File: src/rtl/ovl_addr_decoder.sv
module ovl_addr_decoder #(
  parameter int AW = 14,
  parameter int OW = 4,
  parameter int RW = 5
) (
  input  logic          clk,
  input  logic          rst_n,
  input  logic          ld_pm,
  input  logic          ld_dm,
  input  logic [OW-1:0] ovl_din,
  input  logic          req,
  input  logic          wr,
  input  logic          space_dm,
  input  logic [AW-1:0] addr,
  output logic          int_en,
  output logic          ext_en,
  output logic          reg_en,
  output logic          bad_ovl,
  output logic          mem_wr,
  output logic [1:0]    int_page,
  output logic [AW-2:0] int_addr,
  output logic          ext_a13,
  output logic [AW-2:0] ext_addr,
  output logic [RW-1:0] reg_idx
);
  localparam int SW = AW - 1;
  localparam logic [AW-1:0] REG_BASE = AW'((1 << AW) - (1 << RW));
  localparam logic [OW-1:0] C_INT0 = OW'(0);
  localparam logic [OW-1:0] C_EXT1 = OW'(1);
  localparam logic [OW-1:0] C_EXT2 = OW'(2);
  localparam logic [OW-1:0] C_INT4 = OW'(4);
  localparam logic [OW-1:0] C_INT5 = OW'(5);

  logic [OW-1:0] pm_q, dm_q;

  always_ff @(posedge clk or negedge rst_n)
    if (!rst_n) begin
      pm_q <= '0;
      dm_q <= '0;
    end else begin
      if (ld_pm) pm_q <= ovl_din;
      if (ld_dm) dm_q <= ovl_din;
    end

  logic          in_win, in_reg;
  logic [OW-1:0] code;

  assign in_win = space_dm ? ~addr[AW-1] : addr[AW-1];
  assign in_reg = space_dm && (addr >= REG_BASE);
  assign code   = space_dm ? dm_q : pm_q;

  always_comb begin
    int_en   = 1'b0;
    ext_en   = 1'b0;
    reg_en   = 1'b0;
    bad_ovl  = 1'b0;
    int_page = 2'd0;
    ext_a13  = 1'b0;
    if (req) begin
      if (in_reg) reg_en = 1'b1;
      else if (!in_win) int_en = 1'b1;
      else begin
        unique case (code)
          C_INT0:  begin int_en = 1'b1; int_page = 2'd1; end
          C_INT4:  begin int_en = 1'b1; int_page = 2'd2; end
          C_INT5:  begin int_en = 1'b1; int_page = 2'd3; end
          C_EXT1:  ext_en = 1'b1;
          C_EXT2:  begin ext_en = 1'b1; ext_a13 = 1'b1; end
          default: bad_ovl = 1'b1;
        endcase
      end
    end
  end

  assign int_addr = int_en ? addr[SW-1:0] : '0;
  assign ext_addr = ext_en ? addr[SW-1:0] : '0;
  assign reg_idx  = reg_en ? addr[RW-1:0] : '0;
  assign mem_wr   = wr && (int_en || ext_en || reg_en);

  a_r7_one_target: assert property (@(posedge clk) disable iff (!rst_n)
    $onehot0({int_en, ext_en, reg_en}));
  a_r7_idle_quiet: assert property (@(posedge clk) disable iff (!rst_n)
    !req |-> !(int_en || ext_en || reg_en || bad_ovl || mem_wr));
  a_r6_bad_no_enable: assert property (@(posedge clk) disable iff (!rst_n)
    bad_ovl |-> !(int_en || ext_en || reg_en));
  a_r1_pm_fixed: assert property (@(posedge clk) disable iff (!rst_n)
    (req && !space_dm && !addr[AW-1]) |-> (int_en && int_page == 2'd0));
  a_r3_dm_regs: assert property (@(posedge clk) disable iff (!rst_n)
    (req && space_dm && (&addr[AW-1:RW])) |-> (reg_en && !int_en && !ext_en));
  a_r8_pm_load: assert property (@(posedge clk) disable iff (!rst_n)
    ld_pm |=> pm_q == $past(ovl_din));
  a_r8_dm_load: assert property (@(posedge clk) disable iff (!rst_n)
    ld_dm |=> dm_q == $past(ovl_din));
  a_r9_write_gate: assert property (@(posedge clk) disable iff (!rst_n)
    mem_wr |-> (wr && req));
endmodule

File: config.mk
export PLATFORM = sky130hd
export DESIGN_NAME = ovl_addr_decoder
export DESIGN_NICKNAME = d
export VERILOG_FILES = /design/src/rtl/ovl_addr_decoder.sv
export SDC_FILE = /design/constraint.sdc
export NUM_CORES = 1
export LEC_CHECK = 0
export ABC_AREA = 1
export BUFFER_PORTS_ARGS = -buffer_cell sky130_fd_sc_hd__buf_2
export CAP_MARGIN = 20
export CELL_PAD_IN_SITES_DETAIL_PLACEMENT = 1
export CELL_PAD_IN_SITES_GLOBAL_PLACEMENT = 1
export CORE_UTILIZATION = 28
export CTS_BUF_LIST = sky130_fd_sc_hd__clkbuf_2
export DETAILED_ROUTE_END_ITERATION = 10
export PLACE_DENSITY = 0.91
export SLEW_MARGIN = 20
export SYNTH_ARGS = -nofsm -noshare
export SYNTH_HDL_FRONTEND = slang
export SYNTH_SLANG_ARGS = --single-unit
File: constraint.sdc
create_clock -name clk -period 1.5 [get_ports clk]
set_input_delay 0.15 -clock clk [delete_from_list [all_inputs] [get_ports clk]]
set_output_delay 0.15 -clock clk [all_outputs]
set_load 0.02 [all_outputs]
# ---- Word level (Yosys, flattened, before mapping)
# Index checks and enable logic that the tools add are counted.
dict set report word_totals {
  register_bits 8
  in_bits 25
  out_inout_bits 39
}
dict set report classes {
  bitwise_logic 1
  n_eq_ne 4
  order_cmp 1
  n_reduce_logical 8
  muxes 27
}
# operator count
set op_table {}
lappend op_table {{$mux W13} 2}
lappend op_table {{$mux W1} 19}
lappend op_table {{$ge A14 B14 Y1 const B} 1}
lappend op_table {{$eq A4 B3 Y1 const B} 2}
lappend op_table {{$mux W2} 3}
lappend op_table {{$pmux W2 S3} 1}
lappend op_table {{$mux W5} 1}
lappend op_table {{$reduce_or A5 Y1} 1}
lappend op_table {{$eq A4 B1 Y1 const B} 1}
lappend op_table {{$eq A4 B2 Y1 const B} 1}
lappend op_table {{$logic_not A4 Y1} 1}
lappend op_table {{$mux W4} 1}
lappend op_table {{$reduce_or A3 Y1} 1}
lappend op_table {{$logic_and A1 B1 Y1} 2}
lappend op_table {{$logic_or A1 B1 Y1} 2}
lappend op_table {{$reduce_or A2 Y1} 1}
lappend op_table {{$not A1 Y1} 1}

# ---- Longest topological paths before layout
dict set report logic_depth {
  ltp_word 10
  mapped_depth 11
  ltp_nobuf 10
}

# ---- Least setup slack after synthesis
# OpenSTA, ideal clock, no wires.
dict set report synth_timing {
  path_type {flip-flop to output port}
  from {register dm_q[3]}
  to {output int_page[0]}
  required_time_ps 1350
  arrival_time_ps 1310
  path_slack_ps 40
  path_buffers 0
  stages_incl_launch_ff 7
  cell_sequence {dfrtp_1 nand2_1 nand2_4 nor2_4 inv_1 o21a_1 nor3_1}
}
dict set report synth_via {
  elab_chain_cells 6
  word_cells_on_any_way 8
  cone_classes {eq/ne (2); mux (5); reduce/logical (1)}
}
# item line
set synth_lines {}
lappend synth_lines {{start: declaration} 34} ;# logic [OW-1:0] pm_q, dm_q;
lappend synth_lines {{start signal: assignment} 42} ;# if (ld_dm) dm_q <= ovl_din;
lappend synth_lines {{$mux W4 (*)} 50} ;# assign code = space_dm ? dm_q : pm_q;
lappend synth_lines {{$eq A4 B3 Y1 or $logic_not A4 Y1 (tied branches)} 63} ;# unique case (code)
lappend synth_lines {{$pmux W2 S3 (*)} 63}
lappend synth_lines {{$mux W2 (*)} 61} ;# else if (!in_win) int_en = 1'b1;
lappend synth_lines {{$mux W2 (*)} 60} ;# if (in_reg) reg_en = 1'b1;
lappend synth_lines {{$mux W2 (*)} 59} ;# if (req) begin
lappend synth_lines {{end: declaration} 20} ;# output logic [1:0] int_page,
# Every way passes the cells marked *; elsewhere a longest branch is shown, timed or not.

# ---- Worst setup path in the final report
dict set report layout_timing {
  from {register dm_q[3]}
  to {output ext_addr[8]}
}
dict set report layout_via {
  elab_chain_cells 8
  word_cells_on_any_way 9
  cone_classes {eq/ne (2); mux (6); reduce/logical (1)}
}
# item line
set layout_lines {}
lappend layout_lines {{$mux W4 (*)} 50}
lappend layout_lines {{$eq A4 B2 Y1 or $eq A4 B1 Y1 (tied branches)} 63}
lappend layout_lines {{$reduce_or A2 Y1 (no source line) (*)} n/a}
lappend layout_lines {{$mux W1 (*)} 63}
lappend layout_lines {{$mux W1 (*)} 61}
lappend layout_lines {{$mux W1 (*)} 60}
lappend layout_lines {{$mux W1 (*)} 59}
lappend layout_lines {{$mux W13 (*)} 76} ;# assign ext_addr = ext_en ? addr[SW-1:0] : '0;
lappend layout_lines {{end: declaration} 23} ;# output logic [AW-2:0] ext_addr,
# Marks and branches as above.

==> qor.txt <==
Status: finished, violations left
Failing checks: setup timing
Chip width: 58.80 um
Largest cells by area after synthesis: dfrtp_1, nor2_4, inv_1, mux2_2, nor2_1
Clock transition at path regs: 0.08 ns
First-pass GRT wire length: 4974 um
Ys flop type: dfrtp_1
Top cell type's share of synthesized area: 22.16%
Initial DRC Count: 21
Power Internal: 553.2 uW
Max VDD drop: 0.4090 mV
Crit-path leading delay family: simple AND/OR/NAND/NOR gates
Setup slack after layout: -0.3253 ns
Syn. warnings: 0
Switching part of the total: 43.78%
Reg area: 200.2 sq um
Antenna violations before repair: 0
H-Tree Depth: 1
CTS tree: yes
MaxCap Viol Count: 0
Hold WC Path Type: in -> reg
Sw power: 430.7 uW
Num CTS Buffers: 3
Skew final: 0 ns
Post-DP HPWL: 2323 um
Worst Path Class, Setup: reg -> out
Worst-path cell chain: nand2_2, nand2_4, nor2_4, nand3_4, nand2_4, nand2_8, buf_16, nor2_4, buf_6
Clk_lat worst skew: 0.23 ns
Design Area, Final: 0.001777 sq mm
Synthesis-to-layout area growth: 96.68%
CP max stage cell: dfrtp_1
Die height: 58.80 um
Register area share after synthesis: 22.16%
Arrival @ worst endpoint: 1.68 ns
TritonRoute pass-1 iters: 3
Fill count: 368
Ports: 64
Syn Std Cell Area: 903.4 sq um
Finish-stage setup viols: 34
# rows: 20
Via Count: 1114
Clock power frac: 12.9%
Multi-input gate area: 720.7 sq um
#FFs+latches synth: 8
Final min period: 1.825 ns
WL/cell: 19.16 um
Netlist cell types: 24
Final Util: 58.20%
Vias in the first global route: 1077
Post-Syn Instances: 118
Worst Max-Slew Pin Slew: 0.3801 ns
Pleak: 0.8825 nW
Final Instance Count excl. Fillers: 239
Comb power frac: 61.1%
Drt via density: 4.661
Placed Cells: 226
Top post-synthesis cells by count: inv_1, nor2_1, nand2_1, nor2_4, nor2_2
Buffer and inverter count on the worst path: 2
Layout cells sized above 1: 71.79%
Async S/R FF share, synth: 100.0%
WL final: 4580 um
Global route overflow: 0
Post-synth EDFFs: 0
Tcrit/Tclk final: 121.7%
Endpoint type of the worst setup path: output pin
Initial Util: 29.59%
Synth Area per Inst: 7.656 sq um
CP Max Fanout: 7
RD Place Congestion: 0.7065
# diodes: 0
CTS Buffer Depth: 2
Max Slew Vio Count: 0
Post-Place Cell Area: 0.001286 sq mm
ANT nets after route: 0
Die ar.: 0.003457 sq mm
Final #Nets: 222
CP startpoint kind: flop
Drt drc: 0
Number of port buffers: 63
Fmax: 547.8 MHz
Top cell type by total area after synthesis: dfrtp_1
Slew HR: 74.48%
Count leader, synth: inv_1
Worst Path Required: 1.35 ns
Unrepaired setup endpoints after global routing: yes
Flop pwr share: 26.0%
Global-route usage over all layers: 19.28%
TritonCTS Sinks: 8
Count of final hold-check violations: 0
Largest net degree at the start of global routing: 12
Final hold slack: 0.1401 ns
Net count after synthesis: 143
Setup TNS: -8.504 ns
Root buf cell: clkbuf_2
Pwr dens: 553.8 mW/mm^2
Worst stage delay on the critical path: 0.41 ns
Core area: 0.003053 sq mm
==> cells in the final DEF, fill, tap and decap left out, drive strengths merged <==
| cell | instances |
|---|---|
| dlygate4sd3 | 1 |
| nand2 | 26 |
| nor3b | 1 |
| xnor2 | 1 |
| nand3 | 2 |
| nor3 | 1 |
| mux2 | 7 |
| nand3b | 1 |
| o21a | 1 |
| o21ai | 3 |
| inv | 22 |
| clkbuf | 5 |
| nor2 | 40 |
| buf | 74 |
| clkinv | 1 |
| nand4 | 1 |
| dfrtp | 8 |
==> tightest hold or removal path: cells and delay by family <==
family,cells,cell delay [ns]
buf+inv,1,0.09
compound gates,1,0.06
simple gates,1,0.05
==> power groups by stage <==
stage / clock [mW] / combinational, mW / sequential (mW)
after CTS: 0.133 / 0.467 / 0.254
final: 0.127 / 0.601 / 0.256
after global placement: 0 / 0.373 / 0.257
after global routing: 0.136 / 0.632 / 0.257
after floorplan: 0 / 0.261 / 0.253
after detailed placement: 0 / 0.385 / 0.259
==> cell type report <==
type | count | share of cell area (%)
multi-input combinational | 84 | 40.56
sequential | 8 | 11.27
timing repair buffer | 77 | 38.66
clock buffer | 3 | 0.8451
tap | 44 | 3.099
inverter | 23 | 5.563
==> per-stage QoR <==
step           setup WS (ns)  power, mW
6_report             -0.3253     0.9839
5_1_grt              -0.3894      1.026
4_1_cts              -0.2202     0.8542
3_5_place_dp        -0.05599     0.6440
3_3_place_gp        -0.03211     0.6292
2_1_floorplan        0.03996     0.5132
==> per-layer routing <==
| metal | up-vias | track usage (%) | share of wire [%] | wire length (um) |
|---|---|---|---|---|
| met1 | 526 | 18.92 | 36 | 1631 |
| li1 | 508 | - | - | - |
| met2 | 62 | 39.45 | 52 | 2368 |
| met3 | 18 | 2.637 | 8.1 | 373 |
| met5 | - | 0 | 0 | 0 |
| met4 | 0 | 7.823 | 4.5 | 206 |
==> timing repair <==
item,4_1_cts,5_1_grt
hold buffers,1,0
cloned,1,1
setup buffers,5,5
pin swaps,7,7
hold endpoints to repair,8,0
gates resized for setup,61,46
setup endpoints to repair,33,39
==> registers in the layout (all words and copies together) (netlist names) <==
register / count
dm_q: 4
pm_q: 4
==> logic make-up after synthesis <==
group                     Yosys count  synth area share, %
buffers and inverters              26                14.82
AOI/OAI and AO/OA                   4                4.156
DFF                                 8                22.16
muxes                               7                8.726
xor gates and xnor gates            1               0.9697
and+or+nand+nor                    72                49.17
==> final timing paths <==
path / start / to / slack (ns) / depth (start not counted)
setup / recovery: dm_q[3] / ext_addr[8] / -0.33 / 9
hold / removal: ovl_din[0] / dm_q[0] / 0.14 / 3
setup reg to reg: dm_q[3] / dm_q[3] / 0.46 / 3
hold reg to reg: dm_q[0] / dm_q[0] / 0.55 / 2
max in group asynchronous: rst_n / dm_q[2] / 1.05 / 2
min in group asynchronous: rst_n / dm_q[1] / 0.28 / 2
Power figures use the tool's default switching activity.
